File: src/rtl/sof_trk_pkg.sv
package sof_trk_pkg;

    localparam int unsigned FRAME_W = 11;

    typedef logic [FRAME_W-1:0] frame_t;

    typedef struct packed {
        logic   vld;
        frame_t num;
    } sof_evt_t;

    typedef enum logic {
        TRK_IDLE  = 1'b0,
        TRK_ARMED = 1'b1
    } trk_state_e;

    // Loss window in cycles: ceil(khz * 1.00358), computed in 64 bits.
    function automatic int unsigned loss_cycles(input int unsigned khz);
        longint unsigned num;
        num = longint'(khz) * 64'd100358 + 64'd99999;
        return int'(num / 64'd100000);
    endfunction

endpackage

File: src/rtl/sft_frame_reg.sv
module sft_frame_reg
    import sof_trk_pkg::*;
(
    input  logic   clk,
    input  logic   rst,
    input  logic   accept,
    input  frame_t num,
    output frame_t frame_q,
    output logic   irq_q
);

    always_ff @(posedge clk) begin
        if (rst) begin
            frame_q <= '0;
            irq_q   <= 1'b0;
        end else begin
            irq_q <= accept;
            if (accept) begin
                frame_q <= num;
            end
        end
    end

    AST_FRAME_LOAD: assert property (@(posedge clk) disable iff (rst)
        accept |=> (frame_q == $past(num)));
    AST_FRAME_HOLD: assert property (@(posedge clk) disable iff (rst)
        !accept |=> $stable(frame_q));
    AST_IRQ_SINGLE: assert property (@(posedge clk) disable iff (rst)
        !accept |=> !irq_q);

endmodule

File: src/rtl/sft_phase.sv
module sft_phase #(
    parameter int unsigned PERIOD = 60000
) (
    input  logic clk,
    input  logic rst,
    input  logic clear,
    input  logic armed,
    input  logic accept,
    output logic tick_q
);

    localparam int unsigned PW = $clog2(PERIOD);
    localparam logic [PW-1:0] PH_LAST = PW'(PERIOD - 1);

    logic [PW-1:0] ph_q;

    always_ff @(posedge clk) begin
        if (rst || clear) begin
            ph_q   <= '0;
            tick_q <= 1'b0;
        end else if (accept) begin
            ph_q   <= '0;
            tick_q <= 1'b1;
        end else if (armed && ph_q == PH_LAST) begin
            ph_q   <= '0;
            tick_q <= 1'b1;
        end else if (armed) begin
            ph_q   <= ph_q + 1'b1;
            tick_q <= 1'b0;
        end else begin
            tick_q <= 1'b0;
        end
    end

    AST_TICK_ON_SOF: assert property (@(posedge clk) disable iff (rst)
        accept |=> tick_q);
    AST_TICK_SINGLE: assert property (@(posedge clk) disable iff (rst)
        tick_q |=> !tick_q);

endmodule

File: src/rtl/sft_watchdog.sv
module sft_watchdog #(
    parameter int unsigned PERIOD = 60000,
    parameter int unsigned LOSS   = 60215
) (
    input  logic clk,
    input  logic rst,
    input  logic clear,
    input  logic armed,
    input  logic accept,
    output logic miss_q
);

    localparam int unsigned CW = $clog2(LOSS + 1);
    localparam logic [CW-1:0] W_LAST   = CW'(LOSS - 1);
    localparam logic [CW-1:0] W_RELOAD = CW'(LOSS - PERIOD);

    logic [CW-1:0] w_q;

    always_ff @(posedge clk) begin
        if (rst || clear) begin
            w_q    <= '0;
            miss_q <= 1'b0;
        end else if (accept) begin
            w_q    <= '0;
            miss_q <= 1'b0;
        end else if (armed && w_q == W_LAST) begin
            w_q    <= W_RELOAD;
            miss_q <= 1'b1;
        end else if (armed) begin
            w_q    <= w_q + 1'b1;
            miss_q <= 1'b0;
        end else begin
            miss_q <= 1'b0;
        end
    end

    AST_NO_MISS_ON_SOF: assert property (@(posedge clk) disable iff (rst)
        accept |=> !miss_q);
    AST_MISS_SINGLE: assert property (@(posedge clk) disable iff (rst)
        miss_q |=> !miss_q);

endmodule

File: src/rtl/sof_frame_tracker.sv
module sof_frame_tracker
    import sof_trk_pkg::*;
#(
    parameter int unsigned CLK_KHZ = 60000
) (
    input  logic        clk,
    input  logic        rst,
    input  logic        bus_rst,
    input  logic        sof_vld,
    input  logic [10:0] sof_num,
    output logic [10:0] frame_num,
    output logic        sof_irq,
    output logic        sof_miss,
    output logic        frame_tick
);

    localparam int unsigned PERIOD_CYC = CLK_KHZ;
    localparam int unsigned LOSS_CYC   = loss_cycles(CLK_KHZ);

    sof_evt_t   evt;
    logic       accept;
    logic       armed;
    trk_state_e state_q;

    assign evt.vld = sof_vld;
    assign evt.num = sof_num;
    assign accept  = evt.vld && !bus_rst;
    assign armed   = (state_q == TRK_ARMED);

    always_ff @(posedge clk) begin
        if (rst || bus_rst) begin
            state_q <= TRK_IDLE;
        end else if (accept) begin
            state_q <= TRK_ARMED;
        end
    end

    sft_frame_reg u_freg (
        .clk     (clk),
        .rst     (rst),
        .accept  (accept),
        .num     (evt.num),
        .frame_q (frame_num),
        .irq_q   (sof_irq)
    );

    sft_phase #(.PERIOD(PERIOD_CYC)) u_phase (
        .clk    (clk),
        .rst    (rst),
        .clear  (bus_rst),
        .armed  (armed),
        .accept (accept),
        .tick_q (frame_tick)
    );

    sft_watchdog #(.PERIOD(PERIOD_CYC), .LOSS(LOSS_CYC)) u_wdog (
        .clk    (clk),
        .rst    (rst),
        .clear  (bus_rst),
        .armed  (armed),
        .accept (accept),
        .miss_q (sof_miss)
    );

    AST_IDLE_QUIET: assert property (@(posedge clk) disable iff (rst)
        !armed |-> (!frame_tick && !sof_miss));
    AST_BUSRST_DROP: assert property (@(posedge clk) disable iff (rst)
        bus_rst |=> (!sof_irq && !frame_tick && !sof_miss));

endmodule

File: config.mk
export PLATFORM = sky130hd
export DESIGN_NAME = sof_frame_tracker
export DESIGN_NICKNAME = d
export VERILOG_FILES = /design/src/rtl/sof_trk_pkg.sv /design/src/rtl/sft_frame_reg.sv /design/src/rtl/sft_phase.sv /design/src/rtl/sft_watchdog.sv /design/src/rtl/sof_frame_tracker.sv
export SDC_FILE = /design/constraint.sdc
export NUM_CORES = 1
export LEC_CHECK = 0
export BUFFER_PORTS_ARGS = -buffer_cell sky130_fd_sc_hd__buf_4
export CAP_MARGIN = 15
export CORE_MARGIN = 2
export CORE_UTILIZATION = 25
export DETAILED_ROUTE_END_ITERATION = 16
export PLACE_DENSITY = 0.4
export SLEW_MARGIN = 20
export SYNTH_ARGS = -nofsm -noshare
export SYNTH_HDL_FRONTEND = slang
export SYNTH_SLANG_ARGS = --single-unit
File: constraint.sdc
create_clock -name clk -period 1.95 [get_ports clk]
set_clock_uncertainty 0.05 [all_clocks]
set_input_delay 0.39 -clock clk [delete_from_list [all_inputs] [get_ports clk]]
set_output_delay 0.39 -clock clk [all_outputs]
set_load 0.02 [all_outputs]
# Word-level counts from Yosys, hierarchy flattened
# Index checks and enable logic that the tools add are counted.
[op_classes]
add_sub_neg = 2
n_eq_ne = 2
mux = 5
reduce_logical = 9
[op_table]
columns = ["cell", "count"]
rows = [
  ["adder 16 x 1 -> 16 bit, second input constant", 2],
  ["== test 16 bit, second input constant", 2],
  ["2-to-1 mux 8 bit", 2],
  ["OR reduction 3 bit", 2],
  ["logical AND 1 bit", 3],
  ["2-to-1 mux 1 bit", 3],
  ["nonzero test 2 bit", 1],
  ["OR reduction 2 bit", 1],
  ["logical NOT 1 bit", 1],
  ["logical OR 1 bit", 1],
]
[word_totals]
regBits = 47
input_bits = 15
output_inout_bits = 14
wordCells = 26

# Longest topological paths before layout
[logic_depth]
word_depth = 4
ltp_mapped = 6
depth_no_buf = 6

# Modules after synthesis
# From an unflattened synthesis, not the netlist that was laid out.
[hier_totals]
cells_unflattened = 225
area_unflattened_um2 = 2109.5
[modules_own_cells]
columns = ["module", "n_inst", "cells_each", "area_each_um2", "seq_area_each_um2"]
rows = [
  ["sft_watchdog", 1, 96, 853.3, 340.3],
  ["sft_phase", 1, 88, 804.5, 340.3],
  ["sft_frame_reg", 1, 37, 414.1, 240.2],
  ["sof_frame_tracker", 1, 4, 37.5, 20.0],
]

# Worst setup path after synthesis
# OpenSTA, ideal clock, no wires.
[synth_path]
path_type = "flip-flop to flip-flop"
startpoint = "register u_phase.ph_q[0]"
endpoint = "register u_phase.ph_q[0]"
setup_ns = 0.117
arrival_time_ns = 1.649
required_time_ns = 1.783
path_slack_ns = 0.134
path_stages_with_launch = 7
n_path_buf = 1
period_less_slack_ns = 1.816
path_cell_list = "dfxtp_1 -> ha_1 -> nand3_1 -> or3_1 -> o21ai_1 -> buf_2 -> nor2_1"
[synth_via]
elab_chain_len = 3
elab_cells_between_ends = 4
cone_classes = "1 x add/sub; 1 x eq/ne; 2 x reduce/logical"
[synth_rtl]
columns = ["element", "line_no", "rtl"]
rows = [
  ["from (decl)", "sft_phase.sv:15", "logic [PW-1:0] ph_q;"],
  ["from (signal assigned)", "sft_phase.sv:28", "ph_q <= ph_q + 1'b1;"],
  ["parallel branches: the longest is 3 deep, another holds adder 16 x 1 -> 16 bit", "--", ""],
]
# Several ways; the timed one is not identified.
# A chain may end at the register's enable or synchronous reset.

# Worst setup path after layout
[layout_path]
startpoint = "register u_wdog.w_q[8]"
endpoint = "register u_wdog.w_q[15]"
[layout_via]
elab_chain_len = 3
elab_cells_between_ends = 4
cone_classes = "1 x add/sub; 1 x eq/ne; 2 x reduce/logical"
[layout_rtl]
columns = ["element", "line_no", "rtl"]
rows = [
  ["from (decl)", "sft_watchdog.sv:17", "logic [CW-1:0] w_q;"],
  ["from (signal assigned)", "sft_watchdog.sv:30", "w_q <= w_q + 1'b1;"],
  ["parallel branches: the longest is 3 deep, another holds adder 16 x 1 -> 16 bit", "--", ""],
]
# Several ways; the timed one is not identified.

==> tab_implementation.tex <==
\begin{tabular}{lr}
\hline
Metric & Value \\
\hline
\multicolumn{2}{l}{\textbf{Status}} \\
Result of the run & finished, final reports clean \\
\multicolumn{2}{l}{\textbf{Placed design}} \\
Cell Count Post-Placement & about 370 \\
Final weighted congestion in routability-driven placement & 0.766 \\
Number of buffers added on ports & 28 \\
Detail Placement HPWL & 3.41 mm \\
\multicolumn{2}{l}{\textbf{Clocking}} \\
Max Root-Sink Buffers & 2 \\
Htree depth & 2 \\
Clock transition at path regs & $\sim$0.10 ns \\
CTS-repair resized insts & 0 \\
Clock tree from TritonCTS & done \\
Number of buffers inserted during clock tree synthesis & 5 \\
Later-pin clock latency in the skew report & 0.30 ns \\
Number of clock sinks & 47 \\
Post-CTS Hold Buffers & 0 \\
Clock tree root driver cell & clkbuf\_8 \\
Buffers inserted by post-CTS timing repair & 0 \\
\multicolumn{2}{l}{\textbf{Yosys}} \\
Post-synthesis cell type with the largest combined area & dfxtp\_1 \\
Avg Synthesized Cell Area & around 8.5 um2 \\
Cell Area, Synth & 2030 um2 \\
Post-synthesis net count & about 260 \\
Number of warnings reported in the yosys synthesis log & 0 \\
Register bit count reported by yosys & 47 \\
Sequential fraction of the synthesis area & 0.463 \\
Top cell type's share of synthesized area & 0.463 \\
Distinct cell type count of the synthesized netlist & 39 \\
Leading post-synthesis cells by cell area & dfxtp\_1 (46\%), xnor2\_1 (7.8\%), nand2\_1 (5.7\%) \\
Cells after Synth & $\sim$240 \\
\multicolumn{2}{l}{\textbf{Routing}} \\
Count of antenna-violating nets left after detailed routing & 0 \\
Count of vias placed by the detailed router & around 1800 \\
Vias/cell & 4.60 \\
Number of remaining DRC errors & 0 \\
TritonRoute pass-1 iters & 4 \\
Initial DRC Count & 77 \\
Average wire per cell in the routed design & 12.2 um \\
Routed wire length & 4.64 mm \\
\multicolumn{2}{l}{\textbf{Power and ir drop}} \\
Power per cell area & 725 nW/um2 \\
IR drop worst, VDD & $\sim$0.00022 V \\
Total power after layout & around 1900 uW \\
Static power due to leakage & 0.000829 uW \\
\multicolumn{2}{l}{\textbf{Layout}} \\
Most common library cell in the layout ignoring fill and taps & dfxtp\_1 \\
Fin nets & 296 \\
Highest-count cells in the layout ignoring fill and taps & dfxtp\_1 (47), buf\_4 (39), nand2\_1 (31), nor2\_1 (31), xnor2\_1 (18) \\
Fraction of layout cells with a size suffix above 1 & 0.197 \\
Layout overhead on the synthesized area & 25.9\% \\
ANT cells & 0 \\
Post-Layout Cell Count & 381 \\
\multicolumn{2}{l}{\textbf{GRT}} \\
Global-route track usage on met3 & 0.0321 \\
Total track usage & 0.113 \\
Met1 GRT Util & 0.135 \\
Initial antenna violation count & 0 \\
Busiest layer in global routing & met2 \\
Total congestion overflow & 0 \\
Wire length of the first global-routing pass & between 7 and 8 mm \\
Met2 routing resource usage after global routing & 0.192 \\
Via count of the first global-routing pass & 1728 \\
Largest net degree at the start of global routing & 17 \\
\multicolumn{2}{l}{\textbf{Critical path}} \\
Path type of the worst setup path & reg2reg \\
Critical path data arrival time & 1.96 ns \\
Startpoint type of the worst setup path & flop \\
Crit path capture type & flop \\
Worst EP required & between 2 and 2.5 ns \\
Crit-path max FO & 6 \\
\multicolumn{2}{l}{\textbf{Timing}} \\
Max\_slew headroom & 0.680 \\
Tmin final & 1.77 ns \\
Achievable frequency & roughly 0.57 GHz \\
Fin. Hold Viols & 0 \\
Fin crit share & 0.907 \\
Number of setup violations in the final report & 0 \\
Sum Neg Setup Slack & 0 ns \\
Final Max Tran Viols & 0 \\
Actual transition at the worst max-transition pin & about 0.48 ns \\
Unrepaired setup endpoints after global routing & false \\
Worst hold margin & 0.273 ns \\
\multicolumn{2}{l}{\textbf{Floorplan}} \\
Total number of placement rows & 32 \\
Vertical extent of the die & 94.2 um \\
Total core area & approximately 7800 um2 \\
Starting utilization of the core area & 0.260 \\
Area of the die & 8870 um2 \\
Count of pins on the block boundary & 29 \\
Horizontal extent of the die & roughly 94 um \\
\multicolumn{2}{l}{\textbf{Min path}} \\
Worst min-delay path category & in2reg \\
\multicolumn{2}{l}{\textbf{Job}} \\
Max-cap check violation count & 0 \\
\hline
\end{tabular}
## worst max-delay path: stages, from the launching register on
cell     delay [ns]
dfxtp_1        0.47
nand4_1        0.14
or3_1          0.40
or4_1          0.50
a21oi_1        0.15
## cells by family after synthesis
group | share of synthesized area
and+or+nand+nor | 0.294
DFF | 0.463
AOI/OAI and AO/OA | 0.0813
xor gates and xnor gates | 0.108
buffers and inverters | 0.0302
adders and majority gates | 0.0185
muxes | 0.00493
## power breakdown
part           internal, uW  total [uW]  switching [uW]
Clock                   422         762             340
Combinational          53.3         112            59.2
Sequential              973         980            7.37
## synth_stat cells (all sizes together)
cell type	instances
dfxtp	47
nand2	31
nor2	31
xnor2	18
a21oi	17
nand4	11
nand3	9
nor4	8
inv	7
nor3	7
or3	7
xor2	7
clkbuf	5
o21ai	5
ha	3
or4	3
a31oi	2
buf	2
nand3b	2
o21a	2
or2	2
a211oi	1
a31o	1
and3	1
and4	1
mux2i	1
nand2b	1
nand4b	1
nand4bb	1
nor2b	1
nor3b	1
o31ai	1
or4b	1
## cell type report
class | count | area, um2
fillers | 849 | 5250
multi-input cells | 177 | 1030
flip-flops and latches | 47 | 941
repair buffers | 40 | 313
well taps | 102 | 128
clock buffers | 6 | 82.6
clock inverters | 2 | 38.8
inverters | 7 | 26.3
## metrics by stage
step / utilization / worst slack (ns) / area [um2]
after floorplan: - / 0.134 / 2030
after global placement: 0.312 / 0.220 / 2440
after detailed placement: 0.312 / 0.197 / 2440
after CTS: 0.328 / 0.194 / 2560
after global routing: 0.328 / 0.0481 / 2560
final: 0.328 / 0.182 / 2560
## registers in the layout, indices dropped and copies added (netlist names)
register,cells
u_phase.tick_q,1
u_wdog.w_q,16
u_freg.frame_q,11
u_wdog.miss_q,1
armed,1
u_phase.ph_q,16
u_freg.irq_q,1
## layer usage
layer  routed length, um  part of all wire  vias up
met1                2160              0.47      808
met2                2240              0.48       31
met4                  81             0.017        0
li1                    -                 -      905
met5                   0                 0        -
met3                 164             0.035        9
## worst paths after layout
| kind | from | endpoint | slack [ns] | cells past startpoint |
|---|---|---|---|---|
| worst max-delay path | u_wdog.w_q[8] | u_wdog.w_q[15] | 0.18 | 4 |
| worst max register to register | u_wdog.w_q[8] | u_wdog.w_q[15] | 0.18 | 4 |
| worst min register to register | u_freg.frame_q[0] | u_freg.frame_q[0] | 0.41 | 2 |
| worst min-delay path | sof_vld | armed | 0.27 | 2 |
(Power assumes the default switching activity.)
